==> src/rtl/byte_step_incdec.sv <==
module byte_step_incdec #(
  parameter int N = 32
) (
  input  logic         clk,
  input  logic         rst,
  input  logic         inc,
  input  logic [N-1:0] din,
  output logic [N-1:0] q,
  output logic         wrap
);
  localparam int S = N / 8;

  logic [N-1:0] d;
  logic [N-1:0] flip;
  logic [S-1:0] nz;
  logic [S-1:0] en;
  logic [S-1:0] hi;
  logic [S-1:0] act;

  assign d = inc ? ~din : din;

  genvar k, j;
  generate
    for (k = 0; k < S; k++) begin : g_slice
      logic [7:0] db;
      logic [7:0] therm;
      assign db    = d[8*k +: 8];
      assign nz[k] = |db;

      if (k == 0) begin : g_first
        assign en[k] = 1'b1;
      end else begin : g_rest
        assign en[k] = ~|nz[k-1:0];
      end

      if (k == S-1) begin : g_top
        assign hi[k] = 1'b0;
      end else begin : g_mid
        assign hi[k] = |nz[S-1:k+1];
      end

      for (j = 0; j < 8; j++) begin : g_bit
        if (j == 0) begin : g_b0
          assign therm[j] = nz[k];
        end else begin : g_bn
          assign therm[j] = nz[k] & ~|db[j-1:0];
        end
      end

      assign act[k] = en[k] & nz[k];
      assign flip[8*k +: 8] = !en[k] ? 8'h00 : (nz[k] ? therm : {8{hi[k]}});
    end
  endgenerate

  always_ff @(posedge clk) begin
    if (rst) begin
      q    <= '0;
      wrap <= 1'b0;
    end else begin
      q    <= din ^ flip;
      wrap <= ~|d;
    end
  end


  wrap_pass_chk: assert property (@(posedge clk) disable iff (rst)
    ($past(!rst) && wrap) |-> (q == $past(din)));


  inc_value_chk: assert property (@(posedge clk) disable iff (rst)
    ($past(!rst) && $past(inc) && !wrap) |-> (q == $past(din) + 1'b1));


  dec_value_chk: assert property (@(posedge clk) disable iff (rst)
    ($past(!rst) && !$past(inc) && !wrap) |-> (q == $past(din) - 1'b1));


  one_slice_chk: assert property (@(posedge clk) disable iff (rst)
    $onehot0(act));


  wrap_no_slice_chk: assert property (@(posedge clk) disable iff (rst)
    ($past(!rst) && wrap) |-> ($past(act) == '0));
endmodule

==> config.mk <==
export PLATFORM = sky130hd
export DESIGN_NAME = byte_step_incdec
export DESIGN_NICKNAME = d
export VERILOG_FILES = /design/src/rtl/byte_step_incdec.sv
export SDC_FILE = /design/constraint.sdc
export NUM_CORES = 1
export LEC_CHECK = 0
export ABC_AREA = 1
export BUFFER_PORTS_ARGS = -buffer_cell sky130_fd_sc_hd__buf_2
export CAP_MARGIN = 20
export CORE_ASPECT_RATIO = 1.4
export CORE_MARGIN = 4
export CORE_UTILIZATION = 46
export DETAILED_ROUTE_END_ITERATION = 10
export PLACE_DENSITY_LB_ADDON = 0.25
export RECOVER_POWER = 100
export REMOVE_ABC_BUFFERS = 1
export SETUP_SLACK_MARGIN = 0.1
export SYNTH_ARGS = -nofsm -noshare
export SYNTH_HDL_FRONTEND = slang
export SYNTH_SLANG_ARGS = --single-unit
==> constraint.sdc <==
create_clock -name clk -period 2.35 [get_ports clk]
set_clock_uncertainty 0.1 [all_clocks]
set_input_delay 0.705 -clock clk [delete_from_list [all_inputs] [get_ports clk]]
set_output_delay 0.705 -clock clk [all_outputs]
set_load 0.01 [all_outputs]
==> impl_results.md, run 1 <==
- Ports: 68
- Clk network pwr share: between 30% and 40%
- Psw: roughly 0.43 mW
- Area leader, netlist: dfxtp_1
- Post-synth EDFFs: 0
- First-pass GRT wire length: 9780 um
- Sequential fraction of design power: a little over two fifths
- Clock sink count: 33
- Site row count: 30
- Input/output buffers: 67
- Die Y: slightly above 90 um
- Comb power frac: 23.2%
- Top cell by count, worst path: nand2_1
- CTS Buffer Depth: 2
- Via density: roughly 4.8
- CTS tree: built
- Max Cap Violations: 0
- Largest net degree at the start of global routing: 19
- Worst-path fanout max: 9
- Max incr delay on CP: ~0.19 ns
- Status: completed
- Synth-to-Final Area Change: 28.4%
- Flops & latches, synth: 33
- GRT Total Usage: between 15 and 20%
- Hold-fix buffers, CTS: 0
- Hold WC Path Type: primary input to flop
- Distinct cell type count after synthesis: 28
- ANT cells: 0
- Nets@finish: 515
- WL/cell: ~11 um
- Fillers: 503
- Drt total wl: 5800 um
- Pre-CTS setup slack: -0.115 ns
- Vias: ~2.6k
- Fin crit period: between 2 and 2.5 ns
- Clock slew at reported path FFs: 0.08 ns
- Gpl congestion: roughly 0.92
- Crit start category: primary input
- Post-synth top area share: 28.3%
- Unrepaired setup endpoints after global routing: true
- Slew headroom: a little over 80%
- CTS Root Buffer Type: clkbuf_8
- Synth Flop Type: dfxtp_1
- Worst setup path category: primary input to flop
- CP Cell Sequence: clkbuf_4 > buf_4 > nor2_1 > nand2_1 > nand2_1 > nand3_2 > inv_2 > nand2_1 > nor2_4 > nand2_4 > buf_4 > nand3_1 > nand2_1 > nor2_1
- Drt initial violations: 105
- Number of buffer and inverter stages on the critical path: 4
- CTS H-Tree Depth: 2
- Top post-synthesis cells by area: dfxtp_1, nand2_1, nor2_1
- Cell internal pwr: slightly below 1 mW
- Peak supply drop: a little under 0.3 mV
- Vias in the first global route: between 2k and 2.5k
- Ys Warns: 0
- Tcrit/Tclk final: between 90% and 100%
- Most frequent cell after synthesis: nand2_1
- Die ar.: around 0.0063 mm2
- Net Sw Frac: between 30% and 40%
- Core footprint: between 0.004 and 0.005 mm2
- Synth top cells by count: nand2_1, nor2_1, inv_1, nand3_1, dfxtp_1
- Worst Max-Slew Pin Slew: around 0.26 ns
- Synth async-reset ratio: 0%
- Synth Instances: 385
- Starting density of the core: ~48%
- Post-route ant nets: 0
- Initial antenna violation count: 0
- Max Fclk: 459 MHz
- Total congestion overflow: 0
- Hold Vio Cnt, Final: 0
- Crit path required time: roughly 2.5 ns
- Delay-heaviest family, CP: simple AND/OR/NAND/NOR gates
- Total clock buffers created by CTS: 5
- Lkg Pwr: 1.62 nW
- Sequential element share of the synthesized area: 28.3%
- Final Max Slew Viols: 0
- Setup crit end kind: flop
- DRC violations left: 0
- Slowest cell on crit path: clkbuf_4
- Final HPWL DP: around 4400 um
- CP arrival: 2.30 ns
- Layout cells sized above 1: approximately 22%
- Mapped Area: between 0.002 and 0.0025 mm2
- Total negative slack: 0 ns
- Die X: ~68 um
- Pre-Repair DR Iteration Count: 4
- # setup viols final: 0
- Worst setup margin: around 0.17 ns
- Pwr Density: ~470 mW/mm2
- Avg Inst Size Synth: roughly 6.1 um2
-- repair_timing --
| item | CTS | global route |
|---|---|---|
| setup buffers | 0 | 6 |
| endpoints found under the setup margin | 0 | 19 |
| endpoints found under the hold margin | 0 | 0 |
| gates resized for setup | 0 | 8 |
-- power groups by stage --
stage,clock (mW),combinational (mW),sequential [mW]
finish,0.490,0.328,0.598
floorplan,0,0.161,0.628
CTS,0.504,0.334,0.597
global placement,0,0.326,0.610
detailed placement,0,0.333,0.610
global route,0.520,0.375,0.601
-- layout by cell type (no fill, tap or decap) --
master    instances
inv_2             2
clkbuf_4          2
clkbuf_8          7
inv_4             1
o21ai_2           3
xnor2_2           4
nand2_2           4
buf_4            27
nor2_4            4
nand2_1         104
nor2_2            9
buf_6             1
xnor2_1           3
and2_1            1
dfxtp_1          33
or2_2             1
nand2_4           2
o21ai_1           3
nand3_1          39
inv_1            47
clkinv_2          1
buf_12            3
a21boi_0          1
buf_2            33
clkinv_1          1
nor3_1            1
nand3_2           1
nor2_8            1
nor2_1           74
nand4_1           9
o21ai_0           3
clkbuf_1         33
a21oi_1          23
-- final cells by class --
| cell class | instances | area (um2) | share of cell area [%] |
|---|---|---|---|
| multi-input combinational | 290 | 1390 | 46.2 |
| sequential | 33 | 661 | 22.0 |
| timing repair buffer | 99 | 578 | 19.3 |
| inverter | 51 | 194 | 6.46 |
| clock buffer | 7 | 96.3 | 3.21 |
| tap | 64 | 80.1 | 2.67 |
| clock inverter | 1 | 5.00 | 0.167 |
-- path summary, 6_finish.rpt --
kind	from	to	cells after the start
worst max-delay path	inc	q[7]	14
worst min-delay path	rst	wrap	2
-- registers in the layout, indices dropped and copies added (netlist names) --
register  flops
wrap          1
q            32
-- per-layer routing --
metal	GRT usage, %	up-vias	routed length, um
met1	22.0	1142	2310
met3	3.88	10	397
li1	-	1386	-
met2	34.9	76	2980
met4	6.97	0	119
met5	0	-	0
-- metrics by stage --
step | utilization [%] | hold slack [ns] | total power, mW | cells | cell area, um2
after CTS | 61.0 | 0.461 | 1.43 | 539 | 2980
after detailed placement | 58.9 | 0.778 | 0.942 | 531 | 2870
after global routing | 61.5 | 0.485 | 1.50 | 545 | 3000
final | 61.5 | 0.466 | 1.42 | 545 | 3000
after floorplan | - | 0.677 | 0.789 | 374 | 2240
after global placement | 58.9 | 0.782 | 0.936 | 531 | 2870
-- cells by family after synthesis --
| kind of cell | Yosys count | share of synthesized area (%) |
|---|---|---|
| AND/OR/NAND/NOR | 250 | 47.8 |
| buffers and inverters | 62 | 12.4 |
| XOR/XNOR | 7 | 3.91 |
| AO/OA/AOI/OAI | 33 | 7.66 |
| flip-flops | 33 | 28.3 |
Power figures use the tool's default switching activity.
==> inputs of run 2 (changes only) <==
--- a/config.mk
+++ b/config.mk
@@ -5,7 +5,6 @@
 export SDC_FILE = /design/constraint.sdc
 export NUM_CORES = 1
 export LEC_CHECK = 0
-export ABC_AREA = 1
 export BUFFER_PORTS_ARGS = -buffer_cell sky130_fd_sc_hd__buf_2
 export CAP_MARGIN = 20
 export CORE_ASPECT_RATIO = 1.4
==> run 2 against run 1 <==
  * The flow now finishes with violations (negative setup slack)
  * Flip-flop and latch count did not move
  * Final area rose by 26%
  * Worst hold slack improved by 0.16 ns
  * Highest routed layer unchanged
==> impl_results.md, run 2 <==
- Status: finished with violations
- Failing checks: negative setup slack
- Worst Max-Slew Pin Slew: around 0.44 ns
- Gpl congestion: between 0.8 and 0.9
- Ys Warns: 0
- Wl on met1: 3430 um
- Max incr delay on CP: 0.46 ns
- CP arrival: roughly 2.7 ns
- Die ar.: about 0.006 mm2
- Synth Instances: 246
- Flops & latches, synth: 33
- Max layer used: met4
- Synth-to-Final Area Change: 73.8%
- Starting density of the core: between 40% and 50%
- Final Max Slew Viols: 0
- DR WL met3: ~830 um
- Layout cells sized above 1: between 50% and 60%
- Site row count: 29
- Worst-path fanout max: 16
- Post-synth EDFFs: 0
- HP Start: din[18]
- # setup viols final: 31
- Vias in the first global route: 2,717
- Post-route ant nets: 0
- Sequential element share of the synthesized area: 30.4%
- ANT cells: 0
- Clock sink count: 33
- CP Cell Sequence: buf_16 > buf_6 > nor4_4 > buf_4 > mux2i_1 > buf_4 > buf_4 > or4_4 > or4_1 > a21oi_1
- Die Y: ~89 um
- Commonest non-fill, non-tap cells in the layout: buf_4, clkbuf_1, dfxtp_1, buf_2, nor2_1
- Top reg by flops: q
- Worst setup path category: primary input to flop
- Fin crit period: around 2.6 ns
- Drt initial violations: between 300 and 400
- Die X: 66.1 um
- Number of buffer and inverter stages on the critical path: 5
- Multi-input combinational cell area: roughly 0.0018 mm2
- Top cell by count, worst path: buf_4
- Worst setup margin: -0.241 ns
- Reg area: between 600 and 700 um2
- Hold Vio Cnt, Final: 0
- Hold WC Path Type: primary input to flop
- Distinct cell type count after synthesis: between 40 and 50
- Lkg Pwr: 1.53 nW
- Drt total wl: between 9000 and 10,000 um
- Crit path required time: between 2 and 2.5 ns
- Met2 Wirelength: just under 5000 um
- Synth Flop Type: dfxtp_1
- Slowest cell on crit path: or4_4
- Core footprint: approximately 0.0046 mm2
- Final HPWL DP: about 4300 um
- Peak supply drop: 0.393 mV
- Commonest non-fill, non-tap cell in the layout: buf_4
- Area leader, netlist: dfxtp_1
- Max reg flops: 32
- Avg Inst Size Synth: about 9 um2
- Biggest registers after layout: q x32, wrap x1
- Pre-Repair DR Iteration Count: 5
- Most frequent cell after synthesis: dfxtp_1
- CTS H-Tree Depth: 2
- Input/output buffers: 67
- CTS Buffer Depth: 2
- Post-synth top area share: 30.4%
- Placed cells: approximately 420
- Total congestion overflow: 0
- Hold depth: 3
- Tcrit/Tclk final: 110%
- CTS tree: built
- Vias: between 2k and 3k
- WL/cell: 21.4 um
- Largest net degree at the start of global routing: 25
- Initial antenna violation count: 0
- Synth async-reset ratio: 0%
- DRC violations left: 0
- Nets@finish: 429
- Mapped Area: about 0.0022 mm2
- Synth top cells by count: dfxtp_1, nor2_1, a21oi_1, nor2b_1, mux2_2
- Clock slew at reported path FFs: 0.08 ns
- First-pass GRT wire length: ~13,000 um
- Max Cap Violations: 0
- Layout Utilization: between 80% and 90%
- Hold-fix buffers, CTS: 0
- Final non-filler cell total: between 400 and 500
- Delay-heaviest family, CP: simple AND/OR/NAND/NOR gates
- Total clock buffers created by CTS: 5
- GRT Total Usage: between 20% and 30%
- Unrepaired setup endpoints after global routing: true
- Top post-synthesis cells by area: dfxtp_1, mux2_2, nor2b_1
- Pwr Density: around 400 mW/mm2
- Fillers: about 270
- Max Fclk: ~390 MHz
- Slew headroom: between 70% and 80%
- Ports: between 60 and 70
- CTS Root Buffer Type: clkbuf_8
- Crit start category: primary input
- Setup crit end kind: flop
- Worst Hold End: q[18]
- Via density: 6.32
run 2: cell count changes after synthesis, sizes merged, moves of 6 or more:
| cell | change |
|---|---|
| or3 | +8 |
| nand3 | -30 |
| nor2 | -65 |
| and4 | +6 |
| nor4 | +9 |
| o31ai | +9 |
| nand2 | -104 |
| mux2 | +20 |
| mux2i | +7 |
| nor2b | +18 |
| inv | -50 |
| xor2 | +9 |
| or4 | +14 |
run 2: routing by layer:
metal  GRT usage (%)  vias to the layer above
met1            29.9                     1343
met3            5.91                       76
met5               0                        -
met4            17.2                        0
li1                -                     1252
met2            52.1                      217
run 2: power by group:
group	switching, mW	leakage, nW	internal, mW	total [mW]
Sequential	0.0100	0.275	0.590	0.600
Clock	0.227	0.0542	0.265	0.492
Combinational	0.215	1.20	0.186	0.401
run 2: layout make-up:
class,count,area share [%]
clock buffer,7,2.55
clock inverter,1,0.132
multi-input combinational,200,47.5
sequential,33,17.5
tap,62,2.05
timing repair buffer,154,30.3
run 2: through the flow:
step / setup WS (ns) / cell area, um2 / total power [mW] / TNS [ns] / hold WS [ns]
final: -0.241 / 3780 / 1.49 / -3.44 / 0.623
after detailed placement: -0.676 / 2990 / 0.913 / -19.18 / 0.901
after CTS: -0.0795 / 3640 / 1.44 / -0.648 / 0.614
after floorplan: -0.795 / 2080 / 0.726 / -17.21 / 0.674
after global placement: -0.599 / 2990 / 0.906 / -17.46 / 0.900
after global routing: -0.403 / 3780 / 1.55 / -5.43 / 0.632
run 2: worst max path at each step:
stage,from,to,slack [ns],cells after the start
after floorplan,inc,q[10],-0.79,5
after global placement,inc,q[26],-0.60,6
after detailed placement,inc,q[28],-0.68,8
after CTS,din[6],q[18],-0.08,8
after global routing,din[6],q[20],-0.40,8
final,inc,q[29],-0.24,10
run 2: cell families (layout without fill, tap and decap cells):
group / count (synthesis) / in the layout / synth area share (%)
xor gates and xnor gates: 11 / 11 / 4.43
DFF: 33 / 33 / 30.4
buffers and inverters: 16 / 162 / 4.60
muxes: 27 / 27 / 14.3
AOI/OAI and AO/OA: 51 / 51 / 15.1
and+or+nand+nor: 108 / 111 / 31.2
run 2: what timing repair did:
item                                    in CTS  in global routing
endpoints found under the setup margin      33                 33
resized for setup                           62                 28
gates cloned                                 5                  0
buffers inserted                            16                  5
pin swaps                                   28                  2
hold endpoints to repair                     0                  0
